==> src/rtl/nibrx_pkg.sv <==
package nibrx_pkg;
  typedef enum logic [1:0] {
    ST_IDLE = 2'd0,
    ST_REQ  = 2'd1,
    ST_ACKH = 2'd2,
    ST_HOLD = 2'd3
  } nibrx_state_e;

  localparam int unsigned NIB_W  = 4;
  localparam int unsigned BYTE_W = 8;
endpackage

==> src/rtl/nibrx_sync.sv <==
module nibrx_sync #(
  parameter int unsigned W      = 5,
  parameter int unsigned STAGES = 2,
  parameter logic [W-1:0] RST_VAL = '1
) (
  input  logic         clk,
  input  logic         rst_n,
  input  logic [W-1:0] d_i,
  output logic [W-1:0] q_o
);
  logic [W-1:0] stage_q [STAGES];

  genvar g;
  generate
    for (g = 0; g < STAGES; g++) begin : g_stage
      if (g == 0) begin : g_first
        always_ff @(posedge clk or negedge rst_n) begin
          if (!rst_n) stage_q[g] <= RST_VAL;
          else        stage_q[g] <= d_i;
        end
      end else begin : g_next
        always_ff @(posedge clk or negedge rst_n) begin
          if (!rst_n) stage_q[g] <= RST_VAL;
          else        stage_q[g] <= stage_q[g-1];
        end
      end
    end
  endgenerate

  assign q_o = stage_q[STAGES-1];
endmodule

==> src/rtl/nibrx_tick.sv <==
module nibrx_tick #(
  parameter int unsigned DIV = 50
) (
  input  logic clk,
  input  logic rst_n,
  output logic tick_o
);
  generate
    if (DIV <= 1) begin : g_every
      assign tick_o = 1'b1;
    end else begin : g_div
      localparam int unsigned DW = $clog2(DIV);
      logic [DW-1:0] cnt_q, cnt_d;
      logic          wrap;

      assign wrap = (cnt_q == DW'(DIV - 1));

      always_comb begin
        cnt_d = wrap ? '0 : cnt_q + DW'(1);
      end

      always_ff @(posedge clk or negedge rst_n) begin
        if (!rst_n) cnt_q <= '0;
        else        cnt_q <= cnt_d;
      end

      assign tick_o = wrap;
    end
  endgenerate
endmodule

==> src/rtl/nibrx_timer.sv <==
module nibrx_timer #(
  parameter int unsigned W = 11
) (
  input  logic         clk,
  input  logic         rst_n,
  input  logic         clr_i,
  input  logic         tick_i,
  input  logic [W-1:0] limit_i,
  output logic         expired_o
);
  logic [W-1:0] cnt_q, cnt_d;
  logic         cnt_en;

  assign expired_o = (cnt_q >= limit_i);
  assign cnt_en    = clr_i | (tick_i & ~expired_o);

  always_comb begin
    cnt_d = clr_i ? '0 : cnt_q + W'(1);
  end

  always_ff @(posedge clk or negedge rst_n) begin
    if (!rst_n)      cnt_q <= '0;
    else if (cnt_en) cnt_q <= cnt_d;
  end
endmodule

==> src/rtl/nibrx_top.sv <==
module nibrx_top
  import nibrx_pkg::*;
#(
  parameter int unsigned CNT_W       = 16,
  parameter int unsigned TICK_DIV    = 50,
  parameter int unsigned FIRST_LIMIT = 2000,
  parameter int unsigned STEP_LIMIT  = 6,
  parameter int unsigned SYNC_STAGES = 2
) (
  input  logic              clk,
  input  logic              rst_n,
  input  logic              req_valid_i,
  input  logic [CNT_W-1:0]  req_count_i,
  output logic              busy_o,
  output logic              done_o,
  output logic              err_o,
  output logic [CNT_W-1:0]  delivered_o,
  input  logic              nack_n_i,
  input  logic              nfault_i,
  input  logic              select_i,
  input  logic              perror_i,
  input  logic              pbusy_i,
  output logic              nautofd_o,
  output logic              nstrobe_o,
  output logic              nselectin_o,
  output logic              ninit_o,
  output logic              byte_valid_o,
  output logic [7:0]        byte_data_o,
  input  logic              byte_ready_i
);
  localparam int unsigned MAX_LIM = (FIRST_LIMIT > STEP_LIMIT) ? FIRST_LIMIT : STEP_LIMIT;
  localparam int unsigned TMR_W   = $clog2(MAX_LIM + 1);
  localparam int unsigned PIN_W   = NIB_W + 1;

  // Synchronized peripheral lines: {nack, nibble[3:0]}
  logic [PIN_W-1:0] pins_raw, pins_s;
  logic             nack_s;
  logic [NIB_W-1:0] nib_s;

  assign pins_raw = {nack_n_i, pbusy_i, perror_i, select_i, nfault_i};

  nibrx_sync #(.W(PIN_W), .STAGES(SYNC_STAGES), .RST_VAL({PIN_W{1'b1}})) u_sync (
    .clk   (clk),
    .rst_n (rst_n),
    .d_i   (pins_raw),
    .q_o   (pins_s)
  );

  assign nack_s = pins_s[PIN_W-1];
  assign nib_s  = pins_s[NIB_W-1:0];

  logic tick;
  nibrx_tick #(.DIV(TICK_DIV)) u_tick (
    .clk    (clk),
    .rst_n  (rst_n),
    .tick_o (tick)
  );

  // State
  nibrx_state_e      state_q, state_d;
  logic              hi_q, hi_d;
  logic [7:0]        data_q, data_d;
  logic              data_en;
  logic [CNT_W-1:0]  target_q, target_d;
  logic [CNT_W-1:0]  deliv_q, deliv_d;
  logic              err_q, err_d;
  logic              done_q, done_d;
  logic [CNT_W-1:0]  deliv_inc;

  logic              tmr_clr, tmr_exp;
  logic [TMR_W-1:0]  tmr_limit;

  assign deliv_inc = deliv_q + CNT_W'(1);
  assign tmr_limit = (state_q == ST_REQ && !hi_q) ? TMR_W'(FIRST_LIMIT) : TMR_W'(STEP_LIMIT);
  assign tmr_clr   = (state_q != state_d) || (state_q == ST_IDLE) || (state_q == ST_HOLD);

  nibrx_timer #(.W(TMR_W)) u_timer (
    .clk       (clk),
    .rst_n     (rst_n),
    .clr_i     (tmr_clr),
    .tick_i    (tick),
    .limit_i   (tmr_limit),
    .expired_o (tmr_exp)
  );

  // Next-state logic
  always_comb begin
    state_d  = state_q;
    hi_d     = hi_q;
    data_d   = data_q;
    data_en  = 1'b0;
    target_d = target_q;
    deliv_d  = deliv_q;
    err_d    = err_q;
    done_d   = 1'b0;
    unique case (state_q)
      ST_IDLE: begin
        if (req_valid_i) begin
          target_d = req_count_i;
          deliv_d  = '0;
          err_d    = 1'b0;
          hi_d     = 1'b0;
          if (req_count_i == '0) done_d  = 1'b1;
          else                   state_d = ST_REQ;
        end
      end
      ST_REQ: begin
        if (!nack_s) begin
          data_en = 1'b1;
          if (hi_q) data_d = {nib_s, data_q[NIB_W-1:0]};
          else      data_d = {data_q[BYTE_W-1:NIB_W], nib_s};
          state_d = ST_ACKH;
        end else if (tmr_exp) begin
          err_d   = 1'b1;
          state_d = ST_IDLE;
        end
      end
      ST_ACKH: begin
        if (nack_s) begin
          if (hi_q) begin
            state_d = ST_HOLD;
          end else begin
            hi_d    = 1'b1;
            state_d = ST_REQ;
          end
        end else if (tmr_exp) begin
          err_d   = 1'b1;
          state_d = ST_IDLE;
        end
      end
      ST_HOLD: begin
        if (byte_ready_i) begin
          deliv_d = deliv_inc;
          hi_d    = 1'b0;
          if (deliv_inc == target_q) begin
            done_d  = 1'b1;
            state_d = ST_IDLE;
          end else begin
            state_d = ST_REQ;
          end
        end
      end
      default: state_d = ST_IDLE;
    endcase
  end

  // Registers
  always_ff @(posedge clk or negedge rst_n) begin
    if (!rst_n) begin
      state_q  <= ST_IDLE;
      hi_q     <= 1'b0;
      target_q <= '0;
      deliv_q  <= '0;
      err_q    <= 1'b0;
      done_q   <= 1'b0;
    end else begin
      state_q  <= state_d;
      hi_q     <= hi_d;
      target_q <= target_d;
      deliv_q  <= deliv_d;
      err_q    <= err_d;
      done_q   <= done_d;
    end
  end

  always_ff @(posedge clk or negedge rst_n) begin
    if (!rst_n)       data_q <= '0;
    else if (data_en) data_q <= data_d;
  end

  // Outputs
  assign busy_o       = (state_q != ST_IDLE);
  assign done_o       = done_q;
  assign err_o        = err_q;
  assign delivered_o  = deliv_q;
  assign nautofd_o    = (state_q != ST_REQ);
  assign nstrobe_o    = 1'b1;
  assign nselectin_o  = 1'b1;
  assign ninit_o      = 1'b0;
  assign byte_valid_o = (state_q == ST_HOLD);
  assign byte_data_o  = data_q;
endmodule

==> config.mk <==
export PLATFORM = sky130hd
export DESIGN_NAME = nibrx_top
export DESIGN_NICKNAME = d
export VERILOG_FILES = /design/src/rtl/nibrx_pkg.sv /design/src/rtl/nibrx_sync.sv /design/src/rtl/nibrx_tick.sv /design/src/rtl/nibrx_timer.sv /design/src/rtl/nibrx_top.sv
export SDC_FILE = /design/constraint.sdc
export NUM_CORES = 1
export LEC_CHECK = 0
export ABC_AREA = 1
export BUFFER_PORTS_ARGS = -buffer_cell sky130_fd_sc_hd__buf_2
export CORE_AREA = 4 4 69 119
export DETAILED_ROUTE_END_ITERATION = 10
export DIE_AREA = 0 0 73 123
export PLACE_DENSITY = 0.78
export SYNTH_ARGS = -nofsm -noshare
export SYNTH_HDL_FRONTEND = slang
export SYNTH_SLANG_ARGS = --single-unit
==> constraint.sdc <==
create_clock -name clk -period 2.85 [get_ports clk]
set_clock_uncertainty 0.05 [all_clocks]
set_input_delay 0.285 -clock clk [delete_from_list [all_inputs] [get_ports clk]]
set_output_delay 0.285 -clock clk [all_outputs]
set_load 0.03 [all_outputs]
## After elaboration in Yosys (flattened, before gate mapping)

Cells that the tools add are included.

| word-level totals | value |
|---|---|
| bits in read-only memories | 0 |
| flip-flop bits (word level) | 72 |
| bits in latches | 0 |
| memories kept | 0 |
| memory bits (writable) | 0 |
| output and inout port bits | 32 |
| logic and storage cells | 79 |
| bits of input ports | 25 |

| operators by class | value |
|---|---|
| divide/modulo/power cells | 0 |
| equal/unequal tests | 12 |
| shift operators | 0 |
| add/subtract/negate cells | 3 |
| multiply operators | 0 |
| muxes and demuxes | 30 |
| $lt $le $gt $ge | 1 |
| bitwise logic cells | 5 |
| reduce and logical (&&, ||, !) cells | 16 |

Operators by type and width:

| cell | number |
|---|---|
| $mux 16 | 2 |
| $pmux 16 s2 | 1 |
| $mux 11 | 2 |
| $add 16x1->16 const B | 1 |
| $eq 16x16->1 | 1 |
| $logic_not 16->1 | 1 |
| $reduce_and 4->1 | 4 |
| $mux 2 | 7 |
| $mux 1 | 13 |
| $add 11x1->11 const B | 1 |
| $ge 11x11->1 | 1 |
| $ne 2x1->1 const B | 4 |
| $pmux 2 s4 | 1 |
| $add 6x1->6 const B | 1 |
| $eq 6x6->1 const B | 1 |
| $mux 6 | 1 |
| $pmux 1 s3 | 2 |
| $reduce_bool 3->1 | 2 |
| $eq 2x2->1 const B | 2 |
| $ne 2x2->1 const B | 2 |
| $reduce_bool 2->1 | 2 |
| $not 1->1 | 3 |
| $reduce_and 3->1 | 1 |
| $eq 2x1->1 const B | 1 |
| other kinds (9) | 10 |

## Longest topological paths before layout

Gate-level depths: netlist of the first run.

| depth | value |
|---|---|
| word-level depth | 11 |
| gate-level depth with buffers | 23 |
| depth with buffers taken out | 22 |

## By module

Synthesis of the first run repeated with hierarchy kept, for this count alone.

| second synthesis, totals | value |
|---|---|
| cell total of the unflattened synthesis | 621 |
| area total of the unflattened synthesis | 4561.9 um2 |

By module, submodules not included:

| module | seq. area each (um2) | times used | area each (um2) | cells each |
|---|---|---|---|---|
| nibrx_top | 1126.1 | 1 | 2836.5 | 403 |
| nibrx_timer | 275.3 | 1 | 1127.3 | 169 |
| nibrx_sync | 262.8 | 1 | 300.3 | 15 |
| nibrx_tick | 150.1 | 1 | 297.8 | 34 |

## Least setup slack after synthesis of the first run

OpenSTA, ideal clock, no wires.

| path | value |
|---|---|
| path type | reg2reg |
| start point | register state_q[1] |
| end point | register u_timer.cnt_q[3] |
| required time | 2.680 ns |
| path buffers | 0 |
| path slack | 0.089 ns |
| stages on the path, launching flop included | 18 |
| library setup time | 0.120 ns |
| arrival time | 2.590 ns |
| period minus slack after synthesis | 2.761 ns |
| path through | dfrtp_1 > inv_1 > ha_1 > inv_1 > nor2_1 > inv_1 > ha_1 > nand2_1 > inv_1 > a21oi_1 > nand2_1 > inv_1 > nand2_1 > nor2_2 > inv_1 > nor2_1 > xor2_1 > nor2_2 |

| between the ends | value |
|---|---|
| cells in the longest elaborated chain, start to end | 11 |
| elaborated cells between the ends (all ways) | 21 |
| those cells by class | 1 x order compare; 4 x eq/ne; 9 x mux; 3 x bitwise; 4 x reduce/logical |

RTL lines:

| what | RTL line | text |
|---|---|---|
| from (decl) | nibrx_top.sv:60 | `nibrx_state_e state_q, state_d;` |
| from (signal assigned) | nibrx_top.sv:157 | `state_q <= state_d;` |
| $eq 2x1->1 | nibrx_top.sv:74, nibrx_top.sv:96 |  |
| $logic_and 1x1->1 | nibrx_top.sv:74 | `assign tmr_limit = (state_q == ST_REQ && !hi_q) ? TMR_W'(FIRST_LIMIT) : TMR_W'(STEP_LIMIT);` |
| $mux 11 | nibrx_top.sv:74 |  |
| $ge 11x11->1 | nibrx_timer.sv:14 | `assign expired_o = (cnt_q >= limit_i);` |
| $mux 2 | nibrx_top.sv:113, nibrx_top.sv:126 |  |
| $mux 2 (on tied branches) | nibrx_top.sv:119, nibrx_top.sv:108 |  |
| $pmux 2 s4 | nibrx_top.sv:96 | `unique case (state_q)` |
| $ne 2x2->1 | nibrx_top.sv:75 | `assign tmr_clr = (state_q != state_d) \|\| (state_q == ST_IDLE) \|\| (state_q == ST_HOLD);` |
| $logic_or 1x1->1 (2 in series) | nibrx_top.sv:75 |  |
| $mux 11 / $or 1x1->1 (equally long branches) | nibrx_timer.sv:18, nibrx_timer.sv:15 |  |
| to (signal assigned) | nibrx_timer.sv:23 | `else if (cnt_en) cnt_q <= cnt_d;` |
| to (decl) | nibrx_timer.sv:11 | `logic [W-1:0] cnt_q, cnt_d;` |

Several ways; a longest one is shown, not always the timed one.
A chain may end at the register's enable or synchronous reset.

## Worst setup path after layout of the first run

| path | value |
|---|---|
| start point | register state_q[1] |
| end point | register u_timer.cnt_q[0] |

The elaborated chain is that of the path after synthesis.

==> results of run 1 <==
## flip-flops by register name (all words and copies together) (netlist names)
register	flops
hi_q	1
byte_data_o	8
err_o	1
u_sync.stage_q	5
target_q	16
u_timer.cnt_q	11
state_q	2
done_o	1
u_sync.q_o	5
delivered_o	16
u_tick.g_div.cnt_q	6
## layout by cell type (no fill, tap or decap), types with 3 or more instances in the layout
| master | n |
|---|---|
| sky130_fd_sc_hd__nor4_1 | 5 |
| sky130_fd_sc_hd__mux2_2 | 7 |
| sky130_fd_sc_hd__nand4_1 | 9 |
| sky130_fd_sc_hd__dlygate4sd3_1 | 5 |
| sky130_fd_sc_hd__nand3b_1 | 6 |
| sky130_fd_sc_hd__nor3_1 | 5 |
| sky130_fd_sc_hd__ha_1 | 18 |
| sky130_fd_sc_hd__dfrtp_1 | 62 |
| sky130_fd_sc_hd__dfstp_2 | 10 |
| sky130_fd_sc_hd__o21ai_0 | 15 |
| sky130_fd_sc_hd__inv_2 | 3 |
| sky130_fd_sc_hd__nand2_1 | 130 |
| sky130_fd_sc_hd__nor2_4 | 4 |
| sky130_fd_sc_hd__a21oi_1 | 15 |
| sky130_fd_sc_hd__nor2_1 | 35 |
| sky130_fd_sc_hd__buf_4 | 10 |
| sky130_fd_sc_hd__xor2_1 | 14 |
| sky130_fd_sc_hd__nand2_2 | 4 |
| sky130_fd_sc_hd__buf_2 | 53 |
| sky130_fd_sc_hd__o22ai_1 | 14 |
| sky130_fd_sc_hd__conb_1 | 3 |
| sky130_fd_sc_hd__nand3_1 | 42 |
| sky130_fd_sc_hd__or2_2 | 5 |
| sky130_fd_sc_hd__nor2_2 | 18 |
| sky130_fd_sc_hd__inv_1 | 71 |
| sky130_fd_sc_hd__clkbuf_16 | 9 |
| sky130_fd_sc_hd__nand2_4 | 3 |
## routing by layer
layer  wire, µm  vias to the layer above
li1           -                     1784
met3        398                       28
met5          0                        -
met1       3640                     1688
met4        340                        0
met2       5560                       93
## worst max-delay path by stage
stage	from	end	slack, ps	depth (start not counted)
global route	state_q[1]$_DFF_PN0_	u_timer.cnt_q[0]$_DFFE_PN0P_	-30	22
detailed placement	state_q[1]$_DFF_PN0_	u_timer.cnt_q[0]$_DFFE_PN0P_	-10	21
floorplan	state_q[1]$_DFF_PN0_	u_timer.cnt_q[3]$_DFFE_PN0P_	90	17
finish	state_q[1]$_DFF_PN0_	u_timer.cnt_q[0]$_DFFE_PN0P_	250	21
CTS	state_q[1]$_DFF_PN0_	u_timer.cnt_q[0]$_DFFE_PN0P_	60	21
global placement	state_q[1]$_DFF_PN0_	u_timer.cnt_q[0]$_DFFE_PN0P_	130	21
## power by group through the flow
| stage | logic (mW) | registers [mW] | clock network (mW) |
|---|---|---|---|
| final | 1.82 | 1.41 | 1.22 |
| after global routing | 2.02 | 1.43 | 1.29 |
| after CTS | 1.74 | 1.40 | 1.24 |
| after detailed placement | 1.71 | 1.42 | 0 |
| after global placement | 1.66 | 1.41 | 0 |
| after floorplan | 1.09 | 1.55 | 0 |
## worst max-delay path, delay by kind of cell (launching register included)
family                     cells  cell delay (ps)
AOI/OAI and AO/OA              1              160
buffers and inverters          5              360
and+or+nand+nor               13             1090
DFF                            1              390
adders and majority gates      2              440
## timing repair
item                                   CTS  global route
cloned                                   0             1
setup endpoints to repair               11            11
hold buffers                             5             0
endpoints found under the hold margin    5             0
buffers inserted                         0             1
resized for setup                        1             7
pin swaps                                0             2
## cell families after synthesis
kind of cell,Yosys count
simple gates,268
buf+inv,82
flops,72
compound gates,47
fa+ha+maj,18
xor+xnor,15
mux,7
other cells,2
## layout make-up
type | instances | area, µm² | area share [%]
Multi-Input combinational cell | 359 | 1980 | 40.5
Sequential cell | 72 | 1810 | 37.0
Timing Repair Buffer | 68 | 390 | 7.97
Inverter | 74 | 278 | 5.67
Clock buffer | 9 | 225 | 4.60
Tap cell | 86 | 108 | 2.20
Clock inverter | 7 | 101 | 2.07
## through the flow
step | cell area, µm² | worst slack [ps] | utilization (%) | hold WS, ps
final | 4900 | 245 | 67.7 | 100
after global routing | 4900 | -30.1 | 67.7 | 145
after CTS | 4870 | 55.4 | 67.4 | 136
after detailed placement | 4490 | -10.7 | 62.1 | 297
after global placement | 4490 | 127 | 62.1 | 297
after floorplan | 4100 | 89.4 | - | -60.6
==> results.env, run 1 <==
GRT_UTIL_MET3_PCT=5.21
SYNTHADDERAREAFRAC_PCT=5.50
MAXCAPVIOLATIONS=0
LAYOUT.NETS=627
DRIVE_ABOVE_1_SHARE_PCT=23.1
HTREE_LEVELS=3
FINAL_ANTENNA_NET_COUNT=0
MET2_USAGE_PCT=43.2
TYPE_OF_THE_TIGHTEST_MIN_DELAY_CHECK='in -> async'
POWER_mW=4.44
SYNTH_TOP_FAMILY_BY_AREA='simple AND/OR/NAND/NOR gates'
SEQ_AREA_FRAC_SYNTH_PCT=44.3
DR_TOTAL_VIAS=3593
POST_DRT_WL_PER_CELL_UM=14.7
POST_SYNTH_TOP_AREA_CELL='sky130_fd_sc_hd__dfrtp_1'
DETAILED_PLACE_HPWL_MM=7.38
CPPEAKSTAGEDELAY_PS=390
SYNTH_WARNINGS=0
SYNTH_XOR_XNOR_AREA_SHARE_PCT=3.54
MAX_SLEW_MARGIN_PCT=40.3
P_LEAK_nW=2.50
PWR-SHARE-CLK_PCT=27.5
VIOLATION_COUNT_AFTER_THE_FIRST_DETAILED_ROUTE_ITERATION=216
FF2FF_PATH_DEPTH=21
CRITICAL_PATH_CLASS='reg -> reg'
ANTENNA_FOUND_INITIAL=0
POWER_REPORT.INTERNAL_TOTAL_mW=2.64
SYNTH_LARGEST_TYPE_AREA_FRACTION_PCT=37.9
YS_FF_LATCH=72
GLOBALROUTE.BUSIESTLAYER='met2'
SETUP_VIOLATIONS=0
WORSTREG2REGSTART='state_q[1]$_DFF_PN0_'
REPORT.FINAL.HOLD_VIOL_COUNT=0
POWER_FRAC_SEQ_PCT=31.6
SYNTH_ENABLE_FLOP_CELLS=0
DIE_HEIGHT_UM=123
MAXCLOCKFREQUENCY_MHz=384
WORST_PATH_MAX_DELAY_CELL='sky130_fd_sc_hd__dfrtp_1'
POWERDENSITY_nW_PER_UM2=907
CHIP_WIDTH_UM=73
OUTCOME='finished, final reports clean'
WORST_SETUP_HOLD_PATH_CLK_SLEW_PS=60
DRC=0
PLACEDCELLCOUNT=652
INSERTEDDIODECOUNT=0
PWR-SHARE-COMB_PCT=40.9
FP.DIEAREA_UM2=8980
YOSYS.AREA_SHARE.SIMPLE_PCT=30.2
ROWS=41
SINK_COUNT=72
CTS_TREE='yes'
FINAL.SETUP.TNS_PS=0
LAUNCHING_ELEMENT_TYPE_OF_THE_CRITICAL_PATH='flip-flop'
PORT-BUFFER-COUNT=53
NUMBER_OF_INSTANCES_IN_THE_SYNTHESIZED_NETLIST=511
ROUTE.DETAILED.VIAS_PER_INST=5.32
SYNTH_TOP_FLOP_CELL='sky130_fd_sc_hd__dfrtp_1'
NETLIST-CELL-TYPE-COUNT=32
POST-ROUTE-PERIOD-UTIL_PCT=91.4
MAPPEDNETLISTAREA_UM2=4100
SYNTHESIZED_AREA_FRACTION_OCCUPIED_BY_AO_OA_AOI_AND_OAI_CELLS_PCT=6.38
CLOCK_TREE.BUFFER_DEPTH=2
COUNT_OF_FINAL_MAX_SLEW_CHECK_FAILURES=0
SYNTH_MOST_COMMON_CELL='sky130_fd_sc_hd__nand2_1'
YS_ASYNC_RST_SHARE_PCT=100
GRT_PASS1_WL_MM=16.2
CTS_BUFFERS=9
FINAL.MIN_CLOCK_PERIOD_PS=2600
SETUP.REG_TO_REG.WORST_SLACK_PS=250
CP_CELL_SEQUENCE='inv_2 > ha_1 > inv_1 > nor2_2 > inv_2 > ha_1 > nand2_1 > nor2_2 > nand3_1 > nand2_1 > inv_1 > nand3_1 > nand2_1 > nand2_1 > nand3_1 > a21oi_1 > nor2_1 > nand2_1 > inv_2 > nand2_4 > nor2_1'
CRIT_ARRIVAL_PS=2770
INITIAL_CORE_UTIL_PCT=56.6
GR_UTIL_MET1_PCT=23.6
SYNTH.TOP_CELLS.BY_AREA='sky130_fd_sc_hd__dfrtp_1, sky130_fd_sc_hd__nand2_1, sky130_fd_sc_hd__inv_1'
CRIT_PATH_MAX_FANOUT=7
AVERAGE_SIZE_OF_A_MAPPED_CELL_UM2=8.02
POST_SYNTHESIS_TO_FINAL_LAYOUT_AREA_GROWTH_PCT=19.6
PLACE_CONGESTION=0.898
CRITPATHCAPTURETYPE='flip-flop'
MAX_SLEW.WORST_PIN.SLEW_PS=895
SWITCHINGPOWER_mW=1.80
GRT_PASS1_VIAS=3773
WORST_SKEW_PAIR.LATE_LATENCY_PS=340
DR_PASS1_ITERATIONS=4
CRITPATHREQUIREDTIME_PS=3020
TIMING.RR.END='u_timer.cnt_q[0]$_DFFE_PN0P_'
DETAIL_ROUTE.WIRELENGTH_MM=9.94
VDD_DROP_MAX_V=0.000523
FINAL_CELL_COUNT_NO_FILL=675
POST_SYNTH_MOST_FREQUENT_CELLS='sky130_fd_sc_hd__nand2_1, sky130_fd_sc_hd__inv_1, sky130_fd_sc_hd__dfrtp_1'
MULTIPLEXER_SHARE_OF_THE_SYNTHESIZED_AREA_PCT=1.92
SW_FRAC_OF_TOTAL_PCT=40.5
GRT_UTIL_ALL_LAYERS_PCT=23.4
IO-PIN-COUNT=57
FLOORPLAN.CORE_AREA_UM2=7230
CLK_ROOT_BUFFER_CELL='sky130_fd_sc_hd__clkbuf_16'
GRT_REMAINING_OVERFLOW=0
PIN_COUNT_OF_THE_BIGGEST_NET_ENTERING_GLOBAL_ROUTING=73
NUM-FILL-CELLS=596
CRITICAL-PATH-TOP-CELL-BY-COUNT='sky130_fd_sc_hd__nand2_1'
Power figures use the tool's default switching activity.
==> run 2: changes to the inputs <==
- CORE_AREA: 4 4 69 119 -> 4 4 71 122
- DIE_AREA: 0 0 73 123 -> 0 0 75 126
- PLACE_DENSITY: 0.78 -> 0.75
- REMOVE_ABC_BUFFERS: default -> 1
==> run 2 against run 1 <==
  * Combinational power about the same
  * Worst setup slack got worse by 40 ps
  * Largest power group unchanged
  * Critical path type unchanged
  * Die area rose by 5.2%
==> results.env, run 2 (synthesis results as in run 1) <==
WORST_PATH_DOMINANT_CELL_FAMILY='simple AND/OR/NAND/NOR gates'  # unchanged
LAUNCHING_ELEMENT_TYPE_OF_THE_CRITICAL_PATH='flip-flop'  # unchanged
LAYOUT.CORE_UTILIZATION_PCT=64.4  # was 67.7%
MAX_SLEW_MARGIN_PCT=58.6  # was 40.3%
CRITPATHCAPTURETYPE='flip-flop'  # unchanged
DRIVE_ABOVE_1_SHARE_PCT=23.3  # was 23.1%
CP.DEPTH=22  # was 21
WORSTREG2REGSTART='state_q[1]$_DFF_PN0_'  # unchanged
WORST_SKEW_PAIR.LATE_LATENCY_PS=340  # about the same
SETUP.REG_TO_REG.WORST_SLACK_PS=210  # was 250 ps
ROWS=42  # was 41
POST_DRT_WL_PER_CELL_UM=14.3  # was 14.7 µm
HTREE_LEVELS=3  # unchanged
WORST_SETUP_HOLD_PATH_CLK_SLEW_PS=60  # about the same
SINK_COUNT=72  # unchanged
DRC=0  # unchanged
TIMING.RR.END='u_timer.cnt_q[0]$_DFFE_PN0P_'  # unchanged
CLK_ROOT_BUFFER_CELL='sky130_fd_sc_hd__clkbuf_16'  # unchanged
POST-ROUTE-PERIOD-UTIL_PCT=92.8  # was 91.4%
CP_NUM_BUF_INV=5  # unchanged
REPORT.FINAL.HOLD_VIOL_COUNT=0  # unchanged
CP_CELL_SEQUENCE='inv_2 > ha_1 > inv_1 > nor2_2 > buf_4 > ha_1 > inv_1 > o21bai_1 > nand2_1 > nand3_1 > nand2_1 > nand3_1 > nand2_1 > nand2_1 > nand2_1 > nand3_1 > nand2_1 > nor2_1 > nand2_1 > inv_2 > nand2_4 > nor2_1'  # was inv_2 > ha_1 > inv_1 > nor2_2 > inv_2 > ha_1 > nand2_1 > nor2_2 > nand3_1 > nand2_1 > inv_1 > nand3_1 > nand2_1 > nand2_1 > nand3_1 > a21oi_1 > nor2_1 > nand2_1 > inv_2 > nand2_4 > nor2_1
FF2FF_PATH_DEPTH=22  # was 21
GRT_PASS1_WL_MM=16.0  # was 16.2 mm
DETAILED_PLACE_HPWL_MM=7.32  # was 7.38 mm
CTS_TREE='yes'  # unchanged
LAYOUT.NETS=631  # was 627
COUNT_OF_FINAL_MAX_SLEW_CHECK_FAILURES=0  # unchanged
INSERTEDDIODECOUNT=0  # unchanged
MAX_SLEW.WORST_PIN.SLEW_PS=620  # was 895 ps
DR_PASS1_ITERATIONS=5  # was 4
TIMING.CRITICAL_PATH.TO='u_timer.cnt_q[0]$_DFFE_PN0P_'  # unchanged
WORST_SETUP_PATH_STARTPOINT='state_q[1]$_DFF_PN0_'  # unchanged
WORST_PATH_MAX_DELAY_CELL='sky130_fd_sc_hd__dfrtp_1'  # unchanged
GRT_REMAINING_OVERFLOW=0  # unchanged
CRIT_ARRIVAL_PS=2860  # was 2770 ps
INITIAL_CORE_UTIL_PCT=53.8  # was 56.6%
DETAIL_ROUTE.WIRELENGTH_MM=9.71  # was 9.94 mm
POWERDENSITY_nW_PER_UM2=879  # was 907 nW/µm²
MAXCAPVIOLATIONS=0  # unchanged
CRITICAL_PATH_CLASS='reg -> reg'  # unchanged
POST_SYNTHESIS_TO_FINAL_LAYOUT_AREA_GROWTH_PCT=19.8  # was 19.6%
VDD_DROP_MAX_V=0.000542  # was 0.000523 V
IO-PIN-COUNT=57  # unchanged
CRIT_PATH_MAX_FANOUT=6  # was 7
DETAILEDPLACE.WORSTSLACK_PS=49.6  # was -10.7 ps
PLACE_CONGESTION=0.903  # was 0.898
FINAL_CRITICAL_PATH_SETUP_SLACK_PS=205  # was 245 ps
DIE_HEIGHT_UM=126  # was 123 µm
VIOLATION_COUNT_AFTER_THE_FIRST_DETAILED_ROUTE_ITERATION=196  # was 216
DR_TOTAL_VIAS=3663  # was 3593
PORT-BUFFER-COUNT=53  # unchanged
CRITPATHREQUIREDTIME_PS=3070  # was 3020 ps
TYPE_OF_THE_TIGHTEST_MIN_DELAY_CHECK='in -> reg'  # was in -> async
CLOCK_TREE.BUFFER_DEPTH=2  # unchanged
ANTENNA_FOUND_INITIAL=0  # unchanged
HOLD_SLACK_PS=143  # was 100 ps
GRT_PASS1_VIAS=3687  # was 3773
FINAL_ANTENNA_NET_COUNT=0  # unchanged
CTS_BUFFERS=9  # unchanged
OUTCOME='finished, final reports clean'  # unchanged
FP.DIEAREA_UM2=9450  # was 8980 µm²
GRT_UTIL_ALL_LAYERS_PCT=22.0  # was 23.4%
FINAL.SETUP.TNS_PS=0  # unchanged
SETUP_VIOLATIONS=0  # unchanged
PIN_COUNT_OF_THE_BIGGEST_NET_ENTERING_GLOBAL_ROUTING=55  # was 73
MAXCLOCKFREQUENCY_MHz=378  # was 384 MHz
FINAL_COMMON_CELL='sky130_fd_sc_hd__nand2_1'  # unchanged
CPPEAKSTAGEDELAY_PS=430  # was 390 ps
P_LEAK_nW=2.51  # was 2.50 nW
FLOORPLAN.CORE_AREA_UM2=7620  # was 7230 µm²
FINAL.MIN_CLOCK_PERIOD_PS=2640  # was 2600 ps
CRITICAL-PATH-TOP-CELL-BY-COUNT='sky130_fd_sc_hd__nand2_1'  # unchanged
NUM-FILL-CELLS=625  # was 596
ROUTE.DETAILED.VIAS_PER_INST=5.38  # was 5.32
LAYOUT_COMMON_CELLS='sky130_fd_sc_hd__nand2_1, sky130_fd_sc_hd__inv_1, sky130_fd_sc_hd__dfrtp_1, sky130_fd_sc_hd__buf_2, sky130_fd_sc_hd__nand3_1'  # unchanged
CHIP_WIDTH_UM=75  # was 73 µm
## run 2: power breakdown
| part | internal [mW] | total, mW | switching (mW) |
|---|---|---|---|
| clock | 0.605 | 1.08 | 0.475 |
| sequential | 1.25 | 1.41 | 0.166 |
| combinational | 0.637 | 1.82 | 1.18 |
| total | 2.49 | 4.31 | 1.82 |
## run 2: stage by stage
stage	instances	power, mW	area (µm²)
2_1_floorplan	504	2.59	4050
3_3_place_gp	655	3.07	4510
3_5_place_dp	655	3.13	4510
4_1_cts	677	4.22	4860
5_1_grt	681	4.61	4910
6_report	681	4.31	4910
## run 2: worst register-to-register path: stages, from the launching register on
cell                       delay, ps
sky130_fd_sc_hd__dfrtp_1         430
sky130_fd_sc_hd__inv_2            60
sky130_fd_sc_hd__ha_1            170
sky130_fd_sc_hd__inv_1            80
sky130_fd_sc_hd__nor2_2           50
sky130_fd_sc_hd__buf_4           140
sky130_fd_sc_hd__ha_1            290
sky130_fd_sc_hd__inv_1            40
sky130_fd_sc_hd__o21bai_1        150
sky130_fd_sc_hd__nand2_1          80
sky130_fd_sc_hd__nand3_1          70
sky130_fd_sc_hd__nand2_1          90
sky130_fd_sc_hd__nand3_1          80
sky130_fd_sc_hd__nand2_1          50
sky130_fd_sc_hd__nand2_1          80
sky130_fd_sc_hd__nand2_1          60
sky130_fd_sc_hd__nand3_1          60
sky130_fd_sc_hd__nand2_1          50
sky130_fd_sc_hd__nor2_1          110
sky130_fd_sc_hd__nand2_1          70
sky130_fd_sc_hd__inv_2           110
sky130_fd_sc_hd__nand2_4         110
sky130_fd_sc_hd__nor2_1          100
## run 2: layout make-up
class | count | area (µm²) | share of cell area, %
clock buffer | 9 | 225 | 4.59
timing repair buffer | 72 | 435 | 8.88
inverter | 74 | 278 | 5.66
tap | 88 | 110 | 2.24
multi-input combinational | 359 | 1980 | 40.4
sequential | 72 | 1810 | 37.0
clock inverter | 7 | 62.6 | 1.28
## run 2: routing by layer
metal	share of wire, %	wire length [µm]	vias to the layer above	track usage, %
met5	0	0	-	0
li1	-	-	1787	-
met2	54	5260	117	37.8
met1	35	3410	1716	23.3
met3	5.7	552	43	4.47
met4	5.1	493	0	14.2
## run 2: what timing repair did
item                                   CTS  global route
setup endpoints to repair                0            11
endpoints found under the hold margin   23             0
buffers inserted                         0             3
resized for setup                        0             7
hold buffers                             6             0
## run 2: worst min-delay path by stage
stage / endpoint / slack, ps / cells after the start / from
floorplan: byte_data_o[0]$_DFFE_PN0P_ / -60 / 0 / rst_n
global placement: delivered_o[2]$_DFFE_PN0P_ / 210 / 1 / rst_n
detailed placement: delivered_o[2]$_DFFE_PN0P_ / 210 / 1 / rst_n
CTS: target_q[7]$_DFFE_PN0P_ / 140 / 2 / req_count_i[7]
global route: target_q[7]$_DFFE_PN0P_ / 150 / 2 / req_count_i[7]
finish: target_q[7]$_DFFE_PN0P_ / 140 / 2 / req_count_i[7]
